### config.mk
export PLATFORM = sky130hd
export DESIGN_NAME = rtc_calendar_core
export DESIGN_NICKNAME = d
export VERILOG_FILES = /design/src/rtl/rtc_calendar_core.sv
export SDC_FILE = /design/constraint.sdc
export NUM_CORES = 1
export LEC_CHECK = 0
export BUFFER_PORTS_ARGS = -buffer_cell sky130_fd_sc_hd__buf_4
export CAP_MARGIN = 5
export CORE_MARGIN = 2
export CORE_UTILIZATION = 45
export DETAILED_ROUTE_END_ITERATION = 7
export SYNTH_ARGS = -nofsm -noshare
export SYNTH_HDL_FRONTEND = slang
export SYNTH_SLANG_ARGS = --single-unit
### constraint.sdc
create_clock -name clk -period 3.46 [get_ports clk]
set_input_delay 0.173 -clock clk [delete_from_list [all_inputs] [get_ports clk]]
set_output_delay 0.173 -clock clk [all_outputs]
set_load 0.1 [all_outputs]
### src/rtl/rtc_calendar_core.sv
module rtc_calendar_core #(
  parameter int REF_HZ  = 32768,
  parameter int TICK_HZ = 100
) (
  input  logic       clk,
  input  logic       rst_n,
  input  logic       ref_tick,
  input  logic       wr_en,
  input  logic [2:0] wr_sel,
  input  logic [7:0] wr_data,
  input  logic       hold,
  output logic [7:0] hsec_o,
  output logic [7:0] sec_o,
  output logic [7:0] min_o,
  output logic [7:0] hour_o,
  output logic [7:0] dow_o,
  output logic [7:0] date_o,
  output logic [7:0] month_o,
  output logic [7:0] year_o
);
  localparam int AW = $clog2(REF_HZ + TICK_HZ) + 1;
  localparam logic [AW-1:0] REF_W  = AW'(REF_HZ);
  localparam logic [AW-1:0] STEP_W = AW'(TICK_HZ);

  function automatic logic [7:0] bcd_inc(input logic [7:0] v);
    return (v[3:0] == 4'd9) ? {v[7:4] + 4'd1, 4'd0} : {v[7:4], v[3:0] + 4'd1};
  endfunction

  logic [AW-1:0] acc;
  logic [7:0] hs, sc, mn, hr, dw, dt, mo, yr;
  logic [7:0] n_hs, n_sc, n_mn, n_hr, n_dw, n_dt, n_mo, n_yr;

  wire [AW-1:0] acc_sum = acc + STEP_W;
  wire tick = ref_tick && !wr_en && (acc_sum >= REF_W);

  always_ff @(posedge clk or negedge rst_n)
    if (!rst_n)          acc <= '0;
    else if (wr_en)      acc <= '0;
    else if (ref_tick)   acc <= tick ? acc_sum - REF_W : acc_sum;

  wire mode12 = hr[6];
  wire pm     = hr[5];
  wire [7:0] hr12_inc = bcd_inc({3'b000, hr[4:0]});

  wire c_sec = tick && (hs == 8'h99);
  wire c_min = c_sec && (sc == 8'h59);
  wire c_hr  = c_min && (mn == 8'h59);
  wire day_wrap = mode12 ? (hr[4:0] == 5'h11 && pm) : (hr[5:0] == 6'h23);
  wire c_day = c_hr && day_wrap;

  wire leap = yr[4] ? (yr[3:0] == 4'd2 || yr[3:0] == 4'd6)
                    : (yr[3:0] == 4'd0 || yr[3:0] == 4'd4 || yr[3:0] == 4'd8);
  logic [7:0] last_day;
  always_comb
    case (mo)
      8'h02:                      last_day = leap ? 8'h29 : 8'h28;
      8'h04, 8'h06, 8'h09, 8'h11: last_day = 8'h30;
      default:                    last_day = 8'h31;
    endcase

  wire c_mon = c_day && (dt == last_day);
  wire c_yr  = c_mon && (mo == 8'h12);

  logic [7:0] hr_step;
  always_comb
    if (mode12) begin
      if (hr[4:0] == 5'h11)      hr_step = {2'b01, ~pm, 5'h12};
      else if (hr[4:0] == 5'h12) hr_step = {2'b01, pm, 5'h01};
      else                       hr_step = {hr[7:5], hr12_inc[4:0]};
    end else begin
      hr_step = (hr[5:0] == 6'h23) ? 8'h00 : bcd_inc(hr);
    end

  always_comb begin
    n_hs = hs; n_sc = sc; n_mn = mn; n_hr = hr;
    n_dw = dw; n_dt = dt; n_mo = mo; n_yr = yr;
    if (wr_en) begin
      case (wr_sel)
        3'd0: n_hs = wr_data;
        3'd1: n_sc = wr_data;
        3'd2: n_mn = wr_data;
        3'd3: n_hr = wr_data;
        3'd4: n_dw = wr_data;
        3'd5: n_dt = wr_data;
        3'd6: n_mo = wr_data;
        default: n_yr = wr_data;
      endcase
    end else begin
      if (tick)  n_hs = (hs == 8'h99) ? 8'h00 : bcd_inc(hs);
      if (c_sec) n_sc = (sc == 8'h59) ? 8'h00 : bcd_inc(sc);
      if (c_min) n_mn = (mn == 8'h59) ? 8'h00 : bcd_inc(mn);
      if (c_hr)  n_hr = hr_step;
      if (c_day) begin
        n_dw = (dw == 8'h07) ? 8'h01 : bcd_inc(dw);
        n_dt = (dt == last_day) ? 8'h01 : bcd_inc(dt);
      end
      if (c_mon) n_mo = (mo == 8'h12) ? 8'h01 : bcd_inc(mo);
      if (c_yr)  n_yr = (yr == 8'h99) ? 8'h00 : bcd_inc(yr);
    end
  end

  always_ff @(posedge clk or negedge rst_n)
    if (!rst_n) begin
      hs <= 8'h00; sc <= 8'h00; mn <= 8'h00; hr <= 8'h00;
      dw <= 8'h01; dt <= 8'h01; mo <= 8'h01; yr <= 8'h00;
    end else begin
      hs <= n_hs; sc <= n_sc; mn <= n_mn; hr <= n_hr;
      dw <= n_dw; dt <= n_dt; mo <= n_mo; yr <= n_yr;
    end

  always_ff @(posedge clk or negedge rst_n)
    if (!rst_n) begin
      hsec_o <= 8'h00; sec_o <= 8'h00; min_o <= 8'h00; hour_o <= 8'h00;
      dow_o <= 8'h01; date_o <= 8'h01; month_o <= 8'h01; year_o <= 8'h00;
    end else if (!hold) begin
      hsec_o <= n_hs; sec_o <= n_sc; min_o <= n_mn; hour_o <= n_hr;
      dow_o <= n_dw; date_o <= n_dt; month_o <= n_mo; year_o <= n_yr;
    end

  p_prescale_bound_r2: assert property (@(posedge clk) disable iff (!rst_n)
    acc < REF_W);
  p_idle_stable_r2: assert property (@(posedge clk) disable iff (!rst_n)
    (!wr_en && !tick) |=> ($stable(hs) && $stable(sc) && $stable(mn) && $stable(hr)
                          && $stable(dt) && $stable(mo) && $stable(yr)));
  p_hsec_wrap_r3: assert property (@(posedge clk) disable iff (!rst_n)
    (tick && hs == 8'h99) |=> (hs == 8'h00));
  p_year_roll_r9: assert property (@(posedge clk) disable iff (!rst_n)
    c_yr |=> (mo == 8'h01 && dt == 8'h01));
  p_restart_r10: assert property (@(posedge clk) disable iff (!rst_n)
    wr_en |=> (acc == '0));
  p_write_lands_r10: assert property (@(posedge clk) disable iff (!rst_n)
    (wr_en && wr_sel == 3'd2) |=> (mn == $past(wr_data)));
  p_hold_freeze_r11: assert property (@(posedge clk) disable iff (!rst_n)
    hold |=> ($stable(hsec_o) && $stable(sec_o) && $stable(hour_o) && $stable(date_o)));
endmodule

==> impl_metrics.toml <==
[timing]
hold_viol = 0
period_needed_ns = 3.32
setup_viol = 0
timing.fmax_ghz = 0.301
final.setup_skew_ns = 0.0100
whs_ns = 0.0828
tightest_slew_ns = 0.984
slew_viol_final = 0
finalWorstSetupSlack_ns = 0.141
finalCritPeriodShare_pct = 95.9
slew-limit-headroom_pct = 34.1
rsz0062_at_grt = "yes"

[grt]
antenna_found_initial = 0
grt_pass1_wl_um = 42100
grt_max_degree = 84
grt_util_all_layers_pct = 25.1
grt_pass1_vias = 7649
grt-ovfl-total = 0

[critical_path]
rr_endpoint = "year_o[5]$_DFFE_PN0N_"
r2r_cells = 10
path_class = "register to register"
end_kind = "register"
cp.arrival_ns = 3.66
critPathMaxFanout = 8
crit_required_ns = 3.80
cp-start-kind = "register"
r2r_setup_slack_ns = 0.14
r2r-start = "acc[2]$_DFFE_PN0N_"

[route]
met1_length_um = 12400
dr_wl_met3_um = 1640
wl_um = 26100
vias = 7940
dr.pass1.iters = 6
dr_wl_met2_um = 11700
top_layer = "met4"
drc_errors = 0
antenna_left = 0
vias_per_cell = 5.90
post_drt_wl_per_cell_um = 19.4
drt_iter0_drc = 536

[floorplanning]
initial_core_util_pct = 46.1
coreArea_um2 = 19500
rows = 51
die_area_um2 = 21100
ioPinCount = 80
fp.dieH_um = 145
die_x_um = 145

[pwr]
design_power_total_mw = 7.29
ir_drop_uv = 570
powerDensity_nw_per_um2 = 685
leakagePower_nw = 4.60

[layout]
drive_above_1_share_pct = 19.5
diodes = 0
fin_cells = 1346
fillers = 1810
area_delta_synth_final_pct = 18.3
fin_nets = 1114

[worst_hold_path]
min-delay-start = "ref_tick"
worstHoldPathType = "primary input to register"
hold_depth = 2
hold_path_end = "acc[15]$_DFFE_PN0N_"

[status]
status = "finished clean"

[place]
dp.cells = 1312
port_buffers = 79
globalplace.congestion = 0.896
post-dp-hpwl_um = 17500
post-place-ws_ns = 0.160

[cts]
clock_sinks = 143
cts_tree = "done"
clk_latency_ns = 0.44
cts-root-buf = "clkbuf_16"
htreeDepth = 4
clkSlewWorstSetupHoldPaths_ns = 0.07
clk_path_buf_depth = 2
cts_made_buffers = 17

[job]
max_cap_viol_count = 0

[logic_synthesis]
yosys_warnings = 0
yosysSeqAreaShare_pct = 39.9
synth-main-ff-cell = "dfrtp_1"
ys_types = 84
ys_async_sr_fraction_pct = 100
synth-edff-count = 0
syn_avg_cell_area_um2 = 9.07
syn_area_um2 = 9000
ys_seq_elements = 143
syn_inst = 992
synth_fp_nets = 1038
==> area by class of cell <==
| class | count | area (um2) | area share (%) |
|---|---|---|---|
| multi-input combinational | 754 | 5050 | 47.4 |
| sequential | 143 | 3590 | 33.7 |
| timing repair buffer | 119 | 912 | 8.57 |
| clock buffer | 18 | 439 | 4.13 |
| tap | 265 | 332 | 3.11 |
| clock inverter | 14 | 205 | 1.93 |
| inverter | 33 | 124 | 1.16 |
==> worst max path at each step <==
stage                                         to  slack [ns]          startpoint  cells after the start
after floorplan           month_o[6]$_DFFE_PN0N_        0.29  acc[4]$_DFFE_PN0N_                     15
after global placement     year_o[5]$_DFFE_PN0N_        0.19  acc[2]$_DFFE_PN0N_                     10
after detailed placement   year_o[5]$_DFFE_PN0N_        0.16  acc[2]$_DFFE_PN0N_                     10
after CTS                  year_o[5]$_DFFE_PN0N_        0.10  acc[2]$_DFFE_PN0N_                     10
after global routing        dow_o[4]$_DFFE_PN0N_       -0.06  acc[2]$_DFFE_PN0N_                     10
final                      year_o[5]$_DFFE_PN0N_        0.14  acc[2]$_DFFE_PN0N_                     10
==> power by group <==
| part | total (mW) | internal (mW) | switching [mW] |
|---|---|---|---|
| clock network | 2.03 | 1.24 | 0.792 |
| registers | 2.43 | 2.03 | 0.402 |
| logic | 2.83 | 0.796 | 2.03 |
| total | 7.29 | 4.07 | 3.23 |
==> stage by stage <==
step / area (um2) / utilization [%] / TNS (ns)
after floorplan: 9000 / - / 0
after global placement: 9980 / 51.1 / 0
after detailed placement: 9980 / 51.1 / 0
after CTS: 10600 / 54.5 / 0
after global routing: 10600 / 54.5 / -0.279
final: 10600 / 54.5 / 0
==> per-layer routing <==
| layer | global-route usage [%] | up-vias |
|---|---|---|
| li1 | - | 3778 |
| met1 | 35.8 | 3892 |
| met2 | 38.4 | 238 |
| met3 | 6.14 | 32 |
| met4 | 6.37 | 0 |
| met5 | 0 | - |
==> worst max-delay path, cell delays in order, from the launching register on <==
cell and delay [ns]:
dfrtp_1 0.40, ha_1 0.24, a211oi_1 0.37, mux2i_1 0.23
a31oi_1 0.15, a2111oi_2 0.29, buf_4 0.18, a31oi_1 0.33
nor4b_2 0.47, mux2_2 0.39, o31ai_1 0.18
==> flip-flops by register name, indices dropped and copies added (netlist names) <==
signal	flops
min_o	8
yr	8
sec_o	8
dt	8
dw	8
mo	8
hr	8
sc	8
dow_o	8
hsec_o	8
year_o	8
mn	8
date_o	8
hour_o	8
hs	8
acc	15
month_o	8
==> cells by family after synthesis <==
family | share of synthesized area (%)
AO/OA/AOI/OAI | 17.9
XOR/XNOR | 2.43
adder cells (fa/ha/maj) | 4.17
buffers and inverters | 4.17
flip-flops | 39.9
multiplexers | 10.9
AND/OR/NAND/NOR | 20.5
==> what timing repair did <==
action	in CTS	in global routing
endpoints found under the hold margin	74	0
setup endpoints to repair	0	12
gates resized for setup	0	1
setup buffers	0	1
hold buffers	1	0
==> synthesized netlist by cell type, types with 4 or more instances <==
master | instances | area share (%)
inv_1 | 31 | 1.3
nand4b_1 | 4 | 0.39
nand2_1 | 123 | 5.1
clkbuf_1 | 48 | 2.0
or2_2 | 7 | 0.49
o221ai_1 | 11 | 1.1
o211ai_1 | 9 | 0.75
buf_2 | 9 | 0.50
dfstp_2 | 6 | 1.8
a21oi_1 | 49 | 2.7
and3_1 | 8 | 0.56
dfrtp_1 | 137 | 38
and4_1 | 5 | 0.49
nor4_1 | 6 | 0.42
ha_1 | 30 | 4.2
xnor2_1 | 10 | 0.97
nor3b_1 | 5 | 0.42
nor2b_1 | 12 | 0.83
xor2_1 | 15 | 1.5
o31a_1 | 5 | 0.49
and2_1 | 6 | 0.42
nand4_1 | 7 | 0.49
nor3_1 | 24 | 1.3
a211oi_1 | 10 | 0.83
o22ai_1 | 6 | 0.42
a211o_1 | 6 | 0.58
buf_1 | 4 | 0.17
a2bb2oi_1 | 7 | 0.68
a31oi_1 | 12 | 0.83
mux2_2 | 32 | 4.0
nand3b_1 | 11 | 0.92
nand2b_1 | 8 | 0.56
mux2i_1 | 61 | 6.8
o31ai_1 | 16 | 1.3
or3_1 | 5 | 0.35
o21ai_0 | 35 | 1.9
nand3_1 | 39 | 2.2
o21ai_1 | 14 | 0.78
nor2_1 | 87 | 3.6
==> cells in the final DEF, fill, tap and decap left out, drive strengths merged, types with 9 or more instances in the layout <==
cell and count:
dfrtp 137, nand2 123, buf 118, nor2 88, mux2i 61, o21ai 50, a21oi 49, nand3 39
inv 35, mux2 33, ha 30, nor3 24, clkbuf 18, o31ai 16, xor2 15, nor2b 12
a31oi 12, nand3b 11, o221ai 11, a211oi 11, xnor2 10, o211ai 9
Note: power is estimated with default switching activity, not from simulation.
